[config.mk]
export PLATFORM = sky130hd
export DESIGN_NAME = tmr8_presc_top
export DESIGN_NICKNAME = d
export VERILOG_FILES = /design/src/rtl/tmr_pkg.sv /design/src/rtl/tmr_prescaler.sv /design/src/rtl/tmr_sync.sv /design/src/rtl/tmr_core.sv /design/src/rtl/tmr8_presc_top.sv
export SDC_FILE = /design/constraint.sdc
export NUM_CORES = 1
export LEC_CHECK = 0
export BUFFER_PORTS_ARGS = -buffer_cell sky130_fd_sc_hd__buf_4
export CAP_MARGIN = 20
export CORE_UTILIZATION = 59
export CTS_BUF_LIST = sky130_fd_sc_hd__clkbuf_4 sky130_fd_sc_hd__clkbuf_8
export DETAILED_ROUTE_END_ITERATION = 8
export GPL_TIMING_DRIVEN = 1
export PLACE_DENSITY = 0.9
export SLEW_MARGIN = 20
export SYNTH_ARGS = -nofsm -noshare
export SYNTH_HDL_FRONTEND = slang
export SYNTH_SLANG_ARGS = --single-unit
[constraint.sdc]
create_clock -name clk -period 5.5 [get_ports clk]
set_input_delay 0.55 -clock clk [delete_from_list [all_inputs] [get_ports clk]]
set_output_delay 0.55 -clock clk [all_outputs]
set_load 0.005 [all_outputs]
[src/rtl/tmr_pkg.sv]
package tmr_pkg;
  // Mask of the prescaler bits that must all be one for a terminal event
  // at ratio 2^(rate+1).
  function automatic logic [255:0] rate_mask(input int unsigned rate, input int unsigned width);
    logic [255:0] m;
    m = '0;
    for (int i = 0; i < 256; i++) begin
      if (i < width && i <= rate) m[i] = 1'b1;
    end
    return m;
  endfunction
endpackage

[src/rtl/tmr_prescaler.sv]
module tmr_prescaler #(
  parameter int RATE_W = 3,
  localparam int PRE_W = 1 << RATE_W
) (
  input  logic              clk,
  input  logic              rst,
  input  logic              clr,
  input  logic              evt,
  input  logic [RATE_W-1:0] rate_sel,
  output logic              term,
  output logic              tap
);
  logic [PRE_W-1:0] cnt;
  logic [PRE_W-1:0] mask;

  always_comb begin
    mask = PRE_W'(tmr_pkg::rate_mask(int'(rate_sel), PRE_W));
    term = evt && ((cnt & mask) == mask);
    tap  = cnt[rate_sel];
  end

  always_ff @(posedge clk) begin
    if (rst || clr) cnt <= '0;
    else if (evt)   cnt <= cnt + 1'b1;
  end
endmodule

[src/rtl/tmr_sync.sv]
module tmr_sync #(
  parameter int STAGES = 2
) (
  input  logic clk,
  input  logic rst,
  input  logic d,
  output logic q
);
  logic [STAGES-1:0] chain;

  always_ff @(posedge clk) begin
    if (rst) chain <= '1;
    else     chain <= {chain[STAGES-2:0], d};
  end

  assign q = chain[STAGES-1];
endmodule

[src/rtl/tmr_core.sv]
module tmr_core #(
  parameter int CNT_W      = 8,
  parameter int HOLD_TICKS = 2,
  localparam int HW = $clog2(HOLD_TICKS + 1)
) (
  input  logic             clk,
  input  logic             rst,
  input  logic             insn_tick,
  input  logic             inc_req,
  input  logic             wr_en,
  input  logic [CNT_W-1:0] wr_data,
  input  logic             flag_clr,
  output logic [CNT_W-1:0] count,
  output logic             ovf_flag,
  output logic             hold_busy
);
  logic [HW-1:0] hold;
  logic          inc;
  logic          wrap;

  assign hold_busy = (hold != '0);
  assign inc       = inc_req && !hold_busy && !wr_en;
  assign wrap      = inc && (count == {CNT_W{1'b1}});

  always_ff @(posedge clk) begin
    if (rst) begin
      hold     <= '0;
      count    <= '0;
      ovf_flag <= 1'b0;
    end else begin
      if (wr_en)                  hold <= HW'(HOLD_TICKS);
      else if (insn_tick && hold_busy) hold <= hold - 1'b1;

      if (wr_en)    count <= wr_data;
      else if (inc) count <= count + 1'b1;

      if (wrap)          ovf_flag <= 1'b1;
      else if (flag_clr) ovf_flag <= 1'b0;
    end
  end
endmodule

[src/rtl/tmr8_presc_top.sv]
module tmr8_presc_top #(
  parameter int CNT_W       = 8,
  parameter int RATE_W      = 3,
  parameter int SYNC_STAGES = 2,
  parameter int HOLD_TICKS  = 2
) (
  input  logic              clk,
  input  logic              rst,
  input  logic              insn_tick,
  input  logic              ext_in,
  input  logic              src_ext,
  input  logic              edge_fall,
  input  logic              pre_to_wdt,
  input  logic [RATE_W-1:0] rate_sel,
  input  logic              wdt_src_tick,
  input  logic              wr_en,
  input  logic [CNT_W-1:0]  wr_data,
  input  logic              flag_clr,
  output logic [CNT_W-1:0]  count_out,
  output logic              ovf_flag,
  output logic              wdt_tick
);
  logic ext_lvl, ext_prev, ext_rise;
  logic hold_busy;
  logic pre_evt, pre_term, pre_tap;
  logic sync_d, sync_q, sync_prev, ext_inc;
  logic int_inc, inc_req;

  // Capture the pin with polarity applied; edges feed the prescaler directly.
  always_ff @(posedge clk) begin
    if (rst) begin
      ext_lvl  <= 1'b0;
      ext_prev <= 1'b0;
    end else begin
      ext_lvl  <= ext_in ^ edge_fall;
      ext_prev <= ext_lvl;
    end
  end
  assign ext_rise = ext_lvl && !ext_prev;

  assign pre_evt = pre_to_wdt ? wdt_src_tick
                              : ((src_ext ? ext_rise : insn_tick) && !hold_busy);

  tmr_prescaler #(.RATE_W(RATE_W)) u_pre (
    .clk(clk), .rst(rst), .clr(wr_en), .evt(pre_evt),
    .rate_sel(rate_sel), .term(pre_term), .tap(pre_tap)
  );

  // Synchronization sits after the prescaler; the inverted tap rises at
  // every 2^(rate+1)-th event.
  assign sync_d = pre_to_wdt ? ext_lvl : !pre_tap;

  tmr_sync #(.STAGES(SYNC_STAGES)) u_sync (
    .clk(clk), .rst(rst), .d(sync_d), .q(sync_q)
  );

  always_ff @(posedge clk) begin
    if (rst) sync_prev <= 1'b1;
    else     sync_prev <= sync_q;
  end
  assign ext_inc = sync_q && !sync_prev;

  assign int_inc = insn_tick && (pre_to_wdt || pre_term);
  assign inc_req = src_ext ? ext_inc : int_inc;

  tmr_core #(.CNT_W(CNT_W), .HOLD_TICKS(HOLD_TICKS)) u_core (
    .clk(clk), .rst(rst), .insn_tick(insn_tick), .inc_req(inc_req),
    .wr_en(wr_en), .wr_data(wr_data), .flag_clr(flag_clr),
    .count(count_out), .ovf_flag(ovf_flag), .hold_busy(hold_busy)
  );

  always_ff @(posedge clk) begin
    if (rst) wdt_tick <= 1'b0;
    else     wdt_tick <= pre_to_wdt ? pre_term : wdt_src_tick;
  end
endmodule

==> impl_results.rst, run 1 <==
.. list-table::
   :header-rows: 1

   * - Metric
     - Value
   * - ANT cells
     - 0
   * - Cell area after synthesis
     - 1280 sq um
   * - GPL Wtd Cong
     - 0.860
   * - Total power consumption of the routed design
     - 0.000337 W
   * - Worst-Margin Slew
     - 594 ps
   * - Ratio of total power to cell area
     - 220 nW/um^2
   * - Ratio of routed vias to standard cells
     - 5.82
   * - Clock Root Buffer
     - sky130_fd_sc_hd__clkbuf_4
   * - Share of total power in combinational logic
     - 16.1%
   * - Number of hold-repair buffers added at the cts stage
     - 0
   * - Number of sinks handled by clock tree synthesis
     - 25
   * - Flip-flop cell with the highest count after synthesis
     - sky130_fd_sc_hd__dfxtp_1
   * - Number of nets produced by synthesis
     - 164
   * - Count of warnings emitted by yosys
     - 0
   * - Setup violation total in the final timing report
     - 0
   * - Post-detailed-placement half-perimeter wirelength
     - 2040 microns
   * - Remaining global-route overflow
     - 0
   * - Total leakage power
     - 0.614 nW
   * - Seq cells post-synth
     - 25
   * - Clock latency reported for the late side of the worst-skew pair
     - 310 ps
   * - Drt pass-1 iters
     - 4
   * - Sum of negative setup slack
     - 0 ps
   * - Maximum clock path buffer count
     - 2
   * - Commonest cells in the netlist
     - sky130_fd_sc_hd__dfxtp_1 (25), sky130_fd_sc_hd__nor2_1 (19), sky130_fd_sc_hd__a311oi_1 (6), sky130_fd_sc_hd__nand2_1 (6), sky130_fd_sc_hd__xnor2_1 (6)
   * - H-tree depth
     - 1
   * - Leading cell types by total area after synthesis
     - sky130_fd_sc_hd__dfxtp_1 (39%), sky130_fd_sc_hd__nor2_1 (5.6%), sky130_fd_sc_hd__a311oi_1 (4.1%), sky130_fd_sc_hd__xnor2_1 (4.1%), sky130_fd_sc_hd__ha_1 (2.9%)
   * - Post-layout nets
     - 195
   * - Sequential share of power
     - 58.4%
   * - Routed WL
     - 2730 microns
   * - Core Region
     - 2000 sq um
   * - Largest net degree at the start of global routing
     - 19
   * - Max Transition Viols Final
     - 0
   * - Asr flop ratio synth
     - 0%
   * - Ports placed on the boundary
     - 31
   * - Post-route DRC violation count
     - 0
   * - Run status
     - finished clean
   * - Initial Util
     - 64.1%
   * - Total vias in the final route
     - 1146
   * - Final Hold Fails
     - 0
   * - Clk pwr share
     - 25.5%
   * - Average footprint of a synthesized cell
     - 9.17 sq um
   * - Clock-pin slew on the worst setup and hold paths
     - 130 ps
   * - Post-CTS setup buffer count
     - 0
   * - Worst Setup End Kind
     - flop
   * - Hold WS
     - 430 ps
   * - Clock tree from TritonCTS
     - built
   * - Fraction of final layout cells with drive strength greater than 1
     - 25.9%
   * - Min cycle time layout
     - 2090 ps
   * - Timing-limited maximum frequency
     - 479 MHz
   * - GRT Overall Usage
     - 25.2%
   * - Share of the yosys chip area belonging to registers
     - 39.0%
   * - Switching power total
     - 0.0000860 W
   * - Die Width
     - 48.6 microns
   * - Number of cells on the worst hold path
     - 1
   * - Quantity of I/O buffers inserted on ports
     - 30
   * - Reported max-cap violation count
     - 0
   * - Cell count after synthesis
     - 140
   * - Largest area contributor in the synthesized netlist
     - sky130_fd_sc_hd__dfxtp_1
   * - Internal power of the cells
     - 0.000251 W
   * - First-pass GRT wire length
     - 4760 microns
   * - Final period util
     - 38.0%
   * - Slew HR
     - 60.4%
   * - Via count of the first global-routing pass
     - 1102
   * - Number of placement rows
     - 16
   * - DRT antenna net count
     - 0
   * - Share of the synthesized area in the top cell type
     - 39.0%
   * - HP Class
     - flop to flop
   * - Maximum net fanout on the critical path
     - 15
   * - Switching power share of the total
     - 25.5%
   * - Setup repair after global routing missed its margin
     - no
   * - Average wire per cell in the routed design
     - 13.8 microns
   * - Maximum vdd drop
     - 0.158 mV
   * - EDFF count, synth
     - 0
   * - Post-CTS resize count
     - 0
   * - Antenna violations before repair
     - 0
   * - Worst clock skew
     - 3.06 ps
   * - Vertical die dimension
     - 48.6 microns
   * - Post-synthesis to final-layout area growth
     - 19.7%
   * - Kind of start point of the critical path
     - flop
   * - Worst path arrival time
     - 2320 ps
   * - Required time of the critical path
     - 5730 ps
   * - Drt initial violations
     - 27
   * - Die Outline Area
     - 2370 sq um
   * - Unique masters post-synth
     - 41
   * - Number of buffers inserted during clock tree synthesis
     - 3
   * - Most common cell in the synthesized netlist
     - sky130_fd_sc_hd__dfxtp_1
   * - Length in cells of the worst reg-to-reg path
     - 8
   * - Critical path class
     - flop to flop
## per-layer routing
metal  track usage, %  part of all wire, %  vias up
met5                0                    0        -
met4             8.82                 0.40        0
met3             3.14                  4.9        2
met2             42.4                   48       36
met1             33.3                   46      539
li1                 -                    -      569
## cell type report
class	instances	area, sq um
repair buffers	30	225
flip-flops and latches	25	500
clock buffers	4	30.0
fillers	152	465
well taps	27	33.8
inverters	6	22.5
multi-input cells	105	724
## path summary, 6_finish.rpt
kind / slack [ps] / start / endpoint
min reg2reg: 430 / u_sync.chain[0]$_SDFF_PP1_ / u_sync.chain[1]$_SDFF_PP1_
min: 430 / u_sync.chain[0]$_SDFF_PP1_ / u_sync.chain[1]$_SDFF_PP1_
max: 3410 / u_core.hold[0]$_SDFFE_PP0P_ / u_core.count[7]$_SDFFE_PP0P_
max reg2reg: 3410 / u_core.hold[0]$_SDFFE_PP0P_ / u_core.count[7]$_SDFFE_PP0P_
## stage by stage
stage	cells	utilization, %	setup WS (ps)	cell area, sq um
5_1_grt	197	76.8	3200	1540
3_3_place_gp	193	75.3	3320	1510
4_1_cts	197	76.8	3420	1540
3_5_place_dp	193	75.3	3210	1510
6_report	197	76.8	3410	1540
2_1_floorplan	140	-	3590	1280
## cell families (layout without fill, tap and decap cells)
logic type               count (synthesis)  in the layout  share of synthesized area (%)
adder cells (fa/ha/maj)                  3              3                           2.92
AND/OR/NAND/NOR                         59             59                           25.0
XOR/XNOR                                10             10                           6.82
flip-flops                              25             25                           39.0
AO/OA/AOI/OAI                           28             28                           15.4
multiplexers                             5              5                           6.24
buffers and inverters                   10             40                           4.58
## cells in the final DEF, fill, tap and decap left out, types with 2 or more instances in the layout
| cell type | instances |
|---|---|
| sky130_fd_sc_hd__nand4b_1 | 2 |
| sky130_fd_sc_hd__o31ai_1 | 2 |
| sky130_fd_sc_hd__inv_1 | 5 |
| sky130_fd_sc_hd__xor2_1 | 4 |
| sky130_fd_sc_hd__o21bai_1 | 2 |
| sky130_fd_sc_hd__nand2_1 | 6 |
| sky130_fd_sc_hd__nand3b_1 | 2 |
| sky130_fd_sc_hd__nor2b_1 | 3 |
| sky130_fd_sc_hd__nand2b_1 | 3 |
| sky130_fd_sc_hd__a211oi_1 | 3 |
| sky130_fd_sc_hd__a21oi_1 | 5 |
| sky130_fd_sc_hd__o21ai_0 | 5 |
| sky130_fd_sc_hd__nor2_1 | 19 |
| sky130_fd_sc_hd__and3_1 | 2 |
| sky130_fd_sc_hd__dfxtp_1 | 25 |
| sky130_fd_sc_hd__xnor2_1 | 6 |
| sky130_fd_sc_hd__or3_2 | 2 |
| sky130_fd_sc_hd__a311oi_1 | 6 |
| sky130_fd_sc_hd__mux2i_1 | 2 |
| sky130_fd_sc_hd__buf_4 | 30 |
| sky130_fd_sc_hd__clkbuf_4 | 4 |
| sky130_fd_sc_hd__ha_1 | 3 |
| sky130_fd_sc_hd__or2_2 | 3 |
| sky130_fd_sc_hd__or4_1 | 3 |
| sky130_fd_sc_hd__nand4_1 | 4 |
| sky130_fd_sc_hd__or3_1 | 2 |
| sky130_fd_sc_hd__nand3_1 | 4 |
## registers in the layout, summed over array words and instances (netlist names)
register and cells:
ext_lvl 1, ext_prev 1, sync_prev 1, u_core.count 8
u_core.hold 2, u_core.ovf_flag 1, u_pre.cnt 8, u_sync.chain 2
wdt_tick 1
## worst max-delay path: stages (launching register included)
cell and delay, ps:
sky130_fd_sc_hd__dfxtp_1 320, sky130_fd_sc_hd__inv_1 80, sky130_fd_sc_hd__ha_1 220, sky130_fd_sc_hd__nand3b_1 120, sky130_fd_sc_hd__nand2_1 100, sky130_fd_sc_hd__and4b_1 230
sky130_fd_sc_hd__a21oi_2 170, sky130_fd_sc_hd__or4_1 530, sky130_fd_sc_hd__a311oi_1 250
## power by group through the flow
stage	Sequential (W)	Clock [W]	Combinational (W)
6_report	0.000197	0.0000860	0.0000544
5_1_grt	0.000198	0.0000934	0.0000610
4_1_cts	0.000197	0.0000863	0.0000547
3_5_place_dp	0.000201	0	0.0000544
3_3_place_gp	0.000200	0	0.0000518
2_1_floorplan	0.000199	0	0.0000298
Power figures use the tool's default switching activity.
==> run 2, diff against run 1 <==
- ABC_AREA: not set -> 1
- CORE_UTILIZATION: 59 -> 55
- PLACE_DENSITY: 0.9 -> 0.84
- clock period: 5.5 -> 2.1 ns (I/O delays scaled with it)
==> run 2 against run 1 <==
Net effect:
- global-route usage decreased by 0.42 points
- first-iteration DRC count increased by 26%
- utilization is 4.5 points lower
- critical endpoint is now u_pre.cnt[4]$_SDFFE_PP0P_
- cell count rose by 34%
- register-to-register slack got worse by 2900 ps
- die area up 15%
- power grew to 2.7 times the previous value
- clock power rose by 150%
- design area grew 8.1%
- routed wire length grew 12%
==> impl_results.rst, run 2 <==
.. list-table::
   :header-rows: 1

   * - Metric
     - Value
   * - Run status
     - finished clean
   * - Largest regs
     - u_core.count (8), u_pre.cnt (8)
   * - Share of total power in combinational logic
     - 19.6% (+3.5 points)
   * - Cell area after synthesis
     - 1390 sq um (+8.2%)
   * - Die Outline Area
     - 2730 sq um (+15%)
   * - Drt initial violations
     - 34 (+26%)
   * - Switching power share of the total
     - 28.6% (+3.1 points)
   * - Count of warnings emitted by yosys
     - 0 (unchanged)
   * - Via count of the first global-routing pass
     - 1250 (+13%)
   * - Maximum vdd drop
     - 0.432 mV (+170%)
   * - Timing-limited maximum frequency
     - 645 MHz (+35%)
   * - Commonest cells in the netlist
     - sky130_fd_sc_hd__nand2_1 (40), sky130_fd_sc_hd__nor2_1 (26), sky130_fd_sc_hd__dfxtp_1 (25), sky130_fd_sc_hd__inv_1 (25), sky130_fd_sc_hd__a21oi_1 (18)
   * - Number of sinks handled by clock tree synthesis
     - 25 (unchanged)
   * - Min cycle time layout
     - 1550 ps (-538 ps)
   * - Critical path class
     - flop to flop
   * - Core Region
     - 2300 sq um (+15%)
   * - Most common cell after layout, fill and taps aside
     - sky130_fd_sc_hd__nand2_1
   * - Routed WL
     - 3060 microns (+12%)
   * - Switching power total
     - 0.000259 W (+200%)
   * - Post-layout nets
     - 261 (+34%)
   * - Post-route cell area
     - 1660 sq um (+8.1%)
   * - Internal power of the cells
     - 0.000648 W (+160%)
   * - Ports placed on the boundary
     - 31 (unchanged)
   * - Number of hold-repair buffers added at the cts stage
     - 0 (unchanged)
   * - Required time of the critical path
     - 2330 ps (-3400 ps)
   * - Total power consumption of the routed design
     - 0.000907 W (+170%)
   * - Asr flop ratio synth
     - 0% (unchanged)
   * - Remaining global-route overflow
     - 0 (unchanged)
   * - ANT cells
     - 0 (unchanged)
   * - Clock-pin slew on the worst setup and hold paths
     - 140 ps (about the same)
   * - Die Width
     - 52.3 microns (+7.4%)
   * - Setup violation total in the final timing report
     - 0 (unchanged)
   * - Post-route DRC violation count
     - 0 (unchanged)
   * - Sum of negative setup slack
     - 0 ps (unchanged)
   * - Ratio of routed vias to standard cells
     - 5.28 (-9.2%)
   * - Kind of start point of the critical path
     - flop
   * - Slew HR
     - 74.1% (+14 points)
   * - Ratio of total power to cell area
     - 546 nW/um^2 (+150%)
   * - Total leakage power
     - 0.705 nW (+15%)
   * - Sequential share of power
     - 56.7% (-1.7 points)
   * - First-pass GRT wire length
     - 5100 microns (+7.1%)
   * - Cell area after placement
     - 1630 sq um (+8.4%)
   * - Number of placement rows
     - 17 (+1)
   * - Cell count after synthesis
     - 206 (+47%)
   * - H-tree depth
     - 1 (unchanged)
   * - HP Class
     - input pin to flop
   * - GRT Overall Usage
     - 24.8% (-0.42 points)
   * - Post-detailed-placement half-perimeter wirelength
     - 2340 microns (+15%)
   * - Post-CTS setup buffer count
     - 0 (unchanged)
   * - Share of the synthesized area in the top cell type
     - 36.0% (-3.0 points)
   * - Reg2Reg Setup Slack
     - 550 ps (-2860 ps)
   * - Number of nets produced by synthesis
     - 230 (+40%)
   * - DRT antenna net count
     - 0 (unchanged)
   * - Leading cell types by total area after synthesis
     - sky130_fd_sc_hd__dfxtp_1 (36%), sky130_fd_sc_hd__nand2_1 (11%), sky130_fd_sc_hd__nor2_1 (7.0%), sky130_fd_sc_hd__inv_1 (6.8%), sky130_fd_sc_hd__a21oi_1 (6.5%)
   * - Flip-flop cell with the highest count after synthesis
     - sky130_fd_sc_hd__dfxtp_1
   * - Reported max-cap violation count
     - 0 (unchanged)
   * - Clock latency reported for the late side of the worst-skew pair
     - 320 ps (about the same)
   * - Average footprint of a synthesized cell
     - 6.74 sq um (-26%)
   * - Most common cell in the synthesized netlist
     - sky130_fd_sc_hd__nand2_1
   * - Seq cells post-synth
     - 25 (unchanged)
   * - Post-synthesis to final-layout area growth
     - 19.5%
   * - Share of the yosys chip area belonging to registers
     - 36.0% (-3.0 points)
   * - Clk pwr share
     - 23.7% (-1.8 points)
   * - Number of buffers inserted during clock tree synthesis
     - 3 (unchanged)
   * - Drt pass-1 iters
     - 4 (unchanged)
   * - Largest area contributor in the synthesized netlist
     - sky130_fd_sc_hd__dfxtp_1
   * - Post-CTS resize count
     - 0 (unchanged)
   * - Final Hold Fails
     - 0 (unchanged)
   * - Clock Root Buffer
     - sky130_fd_sc_hd__clkbuf_4
   * - Setup repair after global routing missed its margin
     - no
   * - Average wire per cell in the routed design
     - 11.6 microns (-16%)
   * - Antenna violations before repair
     - 0 (unchanged)
   * - Worst path arrival time
     - 1780 ps (-540 ps)
   * - EDFF count, synth
     - 0 (unchanged)
   * - Largest net degree at the start of global routing
     - 17 (-2)
   * - Max Transition Viols Final
     - 0 (unchanged)
   * - Maximum clock path buffer count
     - 2 (unchanged)
   * - Unique masters post-synth
     - 25 (-39%)
   * - Total vias in the final route
     - 1395 (+22%)
   * - Worst-Margin Slew
     - 388 ps (-206 ps)
   * - Initial Util
     - 60.5% (-3.7 points)
   * - Vertical die dimension
     - 52.3 microns (+7.4%)
   * - Quantity of I/O buffers inserted on ports
     - 30 (unchanged)
   * - Worst clock skew
     - 11.5 ps (+8.42 ps)
   * - Worst Setup End Kind
     - flop
   * - Maximum net fanout on the critical path
     - 8 (-7)
   * - Final period util
     - 73.9% (+36 points)
   * - GPL Wtd Cong
     - 0.821 (-4.5%)
   * - Most frequent cells in the layout
     - sky130_fd_sc_hd__nand2_1 (40), sky130_fd_sc_hd__buf_4 (30), sky130_fd_sc_hd__nor2_1 (26)
   * - Clock tree from TritonCTS
     - built
   * - Fraction of final layout cells with drive strength greater than 1
     - 19.5% (-6.4 points)
==> run 2: cell types whose count changed in the layout (fill, tap and decap cells not counted), moves of 5 or more <==
| cell | previous run | this run |
|---|---|---|
| sky130_fd_sc_hd__nor2_1 | 19 | 26 |
| sky130_fd_sc_hd__nand3_1 | 4 | 17 |
| sky130_fd_sc_hd__a21oi_1 | 5 | 18 |
| sky130_fd_sc_hd__nor3_1 | 1 | 6 |
| sky130_fd_sc_hd__nand2_1 | 6 | 40 |
| sky130_fd_sc_hd__o21ai_0 | 5 | 14 |
| sky130_fd_sc_hd__a311oi_1 | 6 | 0 |
| sky130_fd_sc_hd__inv_1 | 5 | 25 |
==> run 2: power groups by stage <==
| stage | clock network, W | logic (W) | registers (W) |
|---|---|---|---|
| finish | 0.000215 | 0.000178 | 0.000514 |
| global route | 0.000235 | 0.000203 | 0.000517 |
| CTS | 0.000215 | 0.000178 | 0.000514 |
| detailed placement | 0 | 0.000176 | 0.000524 |
| global placement | 0 | 0.000170 | 0.000524 |
| floorplan | 0 | 0.000104 | 0.000522 |
==> run 2: layer usage <==
layer	up-vias	track usage, %	wire length [microns]	share of wire, %
li1	726	-	-	-
met4	0	5.70	17	0.56
met1	618	34.6	1420	47
met5	-	0	0	0
met2	49	40.4	1450	47
met3	2	3.48	162	5.3
==> run 2: path summary, 6_finish.rpt <==
path,endpoint,startpoint,cells past startpoint
worst min register to register,u_sync.chain[1]$_SDFF_PP1_,u_sync.chain[0]$_SDFF_PP1_,1
worst max register to register,u_pre.cnt[4]$_SDFFE_PP0P_,u_core.hold[0]$_SDFFE_PP0P_,11
worst min-delay path,wdt_tick$_SDFF_PP0_,pre_to_wdt,2
worst max-delay path,u_pre.cnt[4]$_SDFFE_PP0P_,u_core.hold[0]$_SDFFE_PP0P_,11
==> run 2: per-stage QoR <==
step / worst slack, ps / util, % / cells / hold WS (ps)
after global routing: 311 / 72.3 / 264 / 71.8
after floorplan: 710 / - / 206 / 301
after global placement: 638 / 71.1 / 260 / 399
after detailed placement: 558 / 71.1 / 260 / 400
after CTS: 543 / 72.3 / 264 / 78.1
final: 549 / 72.3 / 264 / 74.0
==> run 2: cell families after synthesis <==
group / count (synthesis) / share of synthesized area, %
AO/OA/AOI/OAI: 38 / 14.8
flip-flops: 25 / 36.0
adder cells (fa/ha/maj): 3 / 2.70
multiplexers: 1 / 0.721
buffers and inverters: 30 / 8.20
AND/OR/NAND/NOR: 101 / 32.5
XOR/XNOR: 8 / 5.04
==> run 2: worst max-delay path, cell delays in order (launching register included) <==
cell and delay [ps]:
sky130_fd_sc_hd__dfxtp_1 330, sky130_fd_sc_hd__inv_1 90, sky130_fd_sc_hd__ha_1 170, sky130_fd_sc_hd__o21ai_1 80, sky130_fd_sc_hd__nor2_1 160, sky130_fd_sc_hd__nand2_1 80, sky130_fd_sc_hd__nand2_2 130, sky130_fd_sc_hd__nand2_1 60
sky130_fd_sc_hd__nor2_1 160, sky130_fd_sc_hd__nand3_1 90, sky130_fd_sc_hd__nand2_1 70, sky130_fd_sc_hd__a21oi_1 40
==> run 2: cell type report <==
type / instances / area, sq um
inverters: 26 / 97.6
repair buffers: 30 / 225
fillers: 191 / 637
well taps: 28 / 35.0
multi-input cells: 151 / 774
clock inverters: 1 / 5.00
clock buffers: 3 / 22.5
flip-flops and latches: 25 / 500
==> run 3, diff against run 2 <==
- ABC_AREA: 1 -> 0
- CORE_UTILIZATION: 55 -> 49
- PLACE_DENSITY: 0.84 -> 0.8
- clock period: 2.1 -> 1.38 ns (I/O delays scaled with it)
==> run 3 against run 2 <==
Net effect:
- global-route usage up 3.8 points
- die area up 3.6%
- highest routed layer unchanged
- largest power group unchanged
- cell count down 11%
- register-to-register slack worse by 1100 ps
- via count down 3.1%
- critical endpoint is now u_core.count[3]$_SDFFE_PP0P_
- the run now ends with negative setup slack left
- hold slack worse by 46 ps
- sequential power up 51%
==> impl_results.rst, run 3 (synthesis results as in run 1) <==
.. list-table::
   :header-rows: 1

   * - Metric
     - Value
   * - Run status
     - finished, violations left
   * - Failing checks
     - negative setup slack
   * - Via count of the first global-routing pass
     - 1428 (+14%)
   * - CP peak stage delay
     - 360 ps (+30 ps)
   * - Final Core Density
     - 78.5% (+6.2 points)
   * - Core Region
     - 2480 sq um (+7.8%)
   * - Min setup slack post-route
     - -561 ps (-1110 ps)
   * - Number of placement rows
     - 18 (+1)
   * - Vertical die dimension
     - 53.2 microns (+1.8%)
   * - Total leakage power
     - 0.813 nW (+15%)
   * - Worst-Margin Slew
     - 241 ps (-147 ps)
   * - Slew HR
     - 83.9% (+9.8 points)
   * - GRT Overall Usage
     - 28.6% (+3.8 points)
   * - Antenna violations before repair
     - 0 (unchanged)
   * - ANT cells
     - 0 (unchanged)
   * - Average wire per cell in the routed design
     - 15.8 microns (+37%)
   * - Die Width
     - 53.2 microns (+1.8%)
   * - Worst clock skew
     - 17.2 ps (+5.70 ps)
   * - Cell area after placement
     - 1740 sq um (+6.8%)
   * - Total vias in the final route
     - 1352 (-3.1%)
   * - Clock latency reported for the late side of the worst-skew pair
     - 330 ps (about the same)
   * - Sum of negative setup slack
     - -6350 ps (-6350 ps)
   * - Most frequent cells in the layout
     - sky130_fd_sc_hd__buf_4 (58), sky130_fd_sc_hd__dfxtp_1 (20), sky130_fd_sc_hd__nor2_1 (19)
   * - Drt initial violations
     - 19 (-44%)
   * - Cell-by-cell listing of the critical path
     - o21bai_1 > a21oi_1 > and4b_2 > buf_6 > a21oi_4 > o21ai_0 > a311oi_2
   * - Remaining global-route overflow
     - 0 (unchanged)
   * - Buf/Inv on CP
     - 1 (unchanged)
   * - Crit-path slowest cell
     - sky130_fd_sc_hd__dfxtp_2
   * - Largest regs
     - u_core.count (8), u_pre.cnt (8)
   * - Initial Util
     - 51.8% (-8.6 points)
   * - Timing-limited maximum frequency
     - 515 MHz (-20%)
   * - Ratio of routed vias to standard cells
     - 5.73 (+8.4%)
   * - Number of buffers inserted during clock tree synthesis
     - 3 (unchanged)
   * - Clock-pin slew on the worst setup and hold paths
     - 160 ps (+20 ps)
   * - Post-synthesis to final-layout area growth
     - 51.5%
   * - Ports placed on the boundary
     - 31 (unchanged)
   * - Die Outline Area
     - 2830 sq um (+3.6%)
   * - Max Transition Viols Final
     - 0 (unchanged)
   * - Post-layout nets
     - 231 (-11%)
   * - Largest net degree at the start of global routing
     - 18 (+1)
   * - Number of hold-repair buffers added at the cts stage
     - 0 (unchanged)
   * - Final period util
     - 141% (+67 points)
   * - Post-route DRC violation count
     - 0 (unchanged)
   * - Post-detailed-placement half-perimeter wirelength
     - 2420 microns (+3.5%)
   * - First-pass GRT wire length
     - 5840 microns (+15%)
   * - Kind of start point of the critical path
     - flop
   * - Min cycle time layout
     - 1940 ps (+390 ps)
   * - Setup repair after global routing missed its margin
     - yes
   * - Maximum vdd drop
     - 0.660 mV (+53%)
   * - GPL Wtd Cong
     - 0.807 (-1.7%)
   * - Clock Root Buffer
     - sky130_fd_sc_hd__clkbuf_4
   * - Ratio of total power to cell area
     - 760 nW/um^2 (+39%)
   * - Maximum clock path buffer count
     - 2 (unchanged)
   * - Critical path class
     - flop to flop
   * - Count of fill cells added during filler insertion
     - 183 (-4.2%)
   * - Fraction of final layout cells with drive strength greater than 1
     - 48.5% (+29 points)
   * - Post-route cell area
     - 1940 sq um (+17%)
   * - Clock tree from TritonCTS
     - built
   * - Family of cells with the greatest summed delay on the critical path
     - compound AO/OA/AOI/OAI gates
   * - Hold WS
     - 27.8 ps (-46.2 ps)
   * - Final Hold Fails
     - 0 (unchanged)
   * - Drt pass-1 iters
     - 4 (unchanged)
   * - Worst Setup End Kind
     - flop
   * - Worst path arrival time
     - 2190 ps (+410 ps)
   * - HP Class
     - input pin to flop
   * - Routed WL
     - 3740 microns (+22%)
   * - H-tree depth
     - 1 (unchanged)
   * - Quantity of I/O buffers inserted on ports
     - 30 (unchanged)
   * - Maximum net fanout on the critical path
     - 7 (-1)
   * - Reported max-cap violation count
     - 0 (unchanged)
   * - Setup violation total in the final timing report
     - 18 (+18)
   * - Most common cell after layout, fill and taps aside
     - sky130_fd_sc_hd__buf_4
   * - Number of sinks handled by clock tree synthesis
     - 25 (unchanged)
   * - Required time of the critical path
     - 1630 ps (-700 ps)
   * - DRT antenna net count
     - 0 (unchanged)
run 3: changes by cell type in the layout (fill, tap and decap cells not counted), moves of 7 or more:
cell / previous run / this run
sky130_fd_sc_hd__inv_1: 25 / 3
sky130_fd_sc_hd__a21oi_1: 18 / 4
sky130_fd_sc_hd__buf_4: 30 / 58
sky130_fd_sc_hd__nand2_1: 40 / 5
sky130_fd_sc_hd__buf_6: 0 / 7
sky130_fd_sc_hd__nor2_1: 26 / 19
sky130_fd_sc_hd__o21ai_0: 14 / 5
sky130_fd_sc_hd__nand3_1: 17 / 4
run 3: report_power, final:
group | internal (W) | switching, W | total [W] | leakage (nW)
clock network | 0.000111 | 0.000236 | 0.000347 | 0.0139
logic | 0.000196 | 0.000157 | 0.000354 | 0.592
registers | 0.000755 | 0.0000219 | 0.000777 | 0.207
total | 0.00106 | 0.000415 | 0.00148 | 0.813
run 3: layout make-up:
cell class,instances,area [sq um],share of cell area [%]
multi-input combinational,106,833,42.9
clock buffer,3,22.5,1.16
inverter,6,22.5,1.16
sequential,25,507,26.1
timing repair buffer,65,514,26.4
clock inverter,1,7.51,0.386
tap,30,37.5,1.93
run 3: what timing repair did:
action | 4_1_cts | 5_1_grt
setup buffers | 6 | 1
setup endpoints to repair | 18 | 18
resized for setup | 19 | 10
cloned | 1 | 0
pin swaps | 18 | 17
run 3: per-stage QoR:
stage	power, W	setup slack (ps)	std cells
2_1_floorplan	0.000921	-286	140
6_report	0.00148	-561	236
5_1_grt	0.00154	-626	236
3_5_place_dp	0.00108	-630	225
3_3_place_gp	0.00107	-462	225
4_1_cts	0.00144	-482	235
run 3: worst paths after layout:
check / startpoint / endpoint / slack (ps) / depth (start not counted)
max: u_pre.cnt[2]$_SDFFE_PP0P_ / u_core.count[3]$_SDFFE_PP0P_ / -560 / 7
min: ext_in / ext_lvl$_SDFF_PP0_ / 30 / 3
max reg2reg: u_pre.cnt[2]$_SDFFE_PP0P_ / u_core.count[3]$_SDFFE_PP0P_ / -560 / 7
min reg2reg: u_sync.chain[0]$_SDFF_PP1_ / u_sync.chain[1]$_SDFF_PP1_ / 440 / 1
run 3: tightest hold or removal path, stage by stage:
cell and delay [ps]:
sky130_fd_sc_hd__buf_4 80, sky130_fd_sc_hd__xnor2_1 50, sky130_fd_sc_hd__nor2_1 70
run 3: metal layers:
layer  wire length [microns]  vias to the layer above  global-route usage (%)
met4                      75                        0                    14.5
met1                    1540                      657                    29.0
li1                        -                      645                       -
met3                     123                       11                    4.31
met5                       0                        -                       0
met2                    2000                       39                    55.5
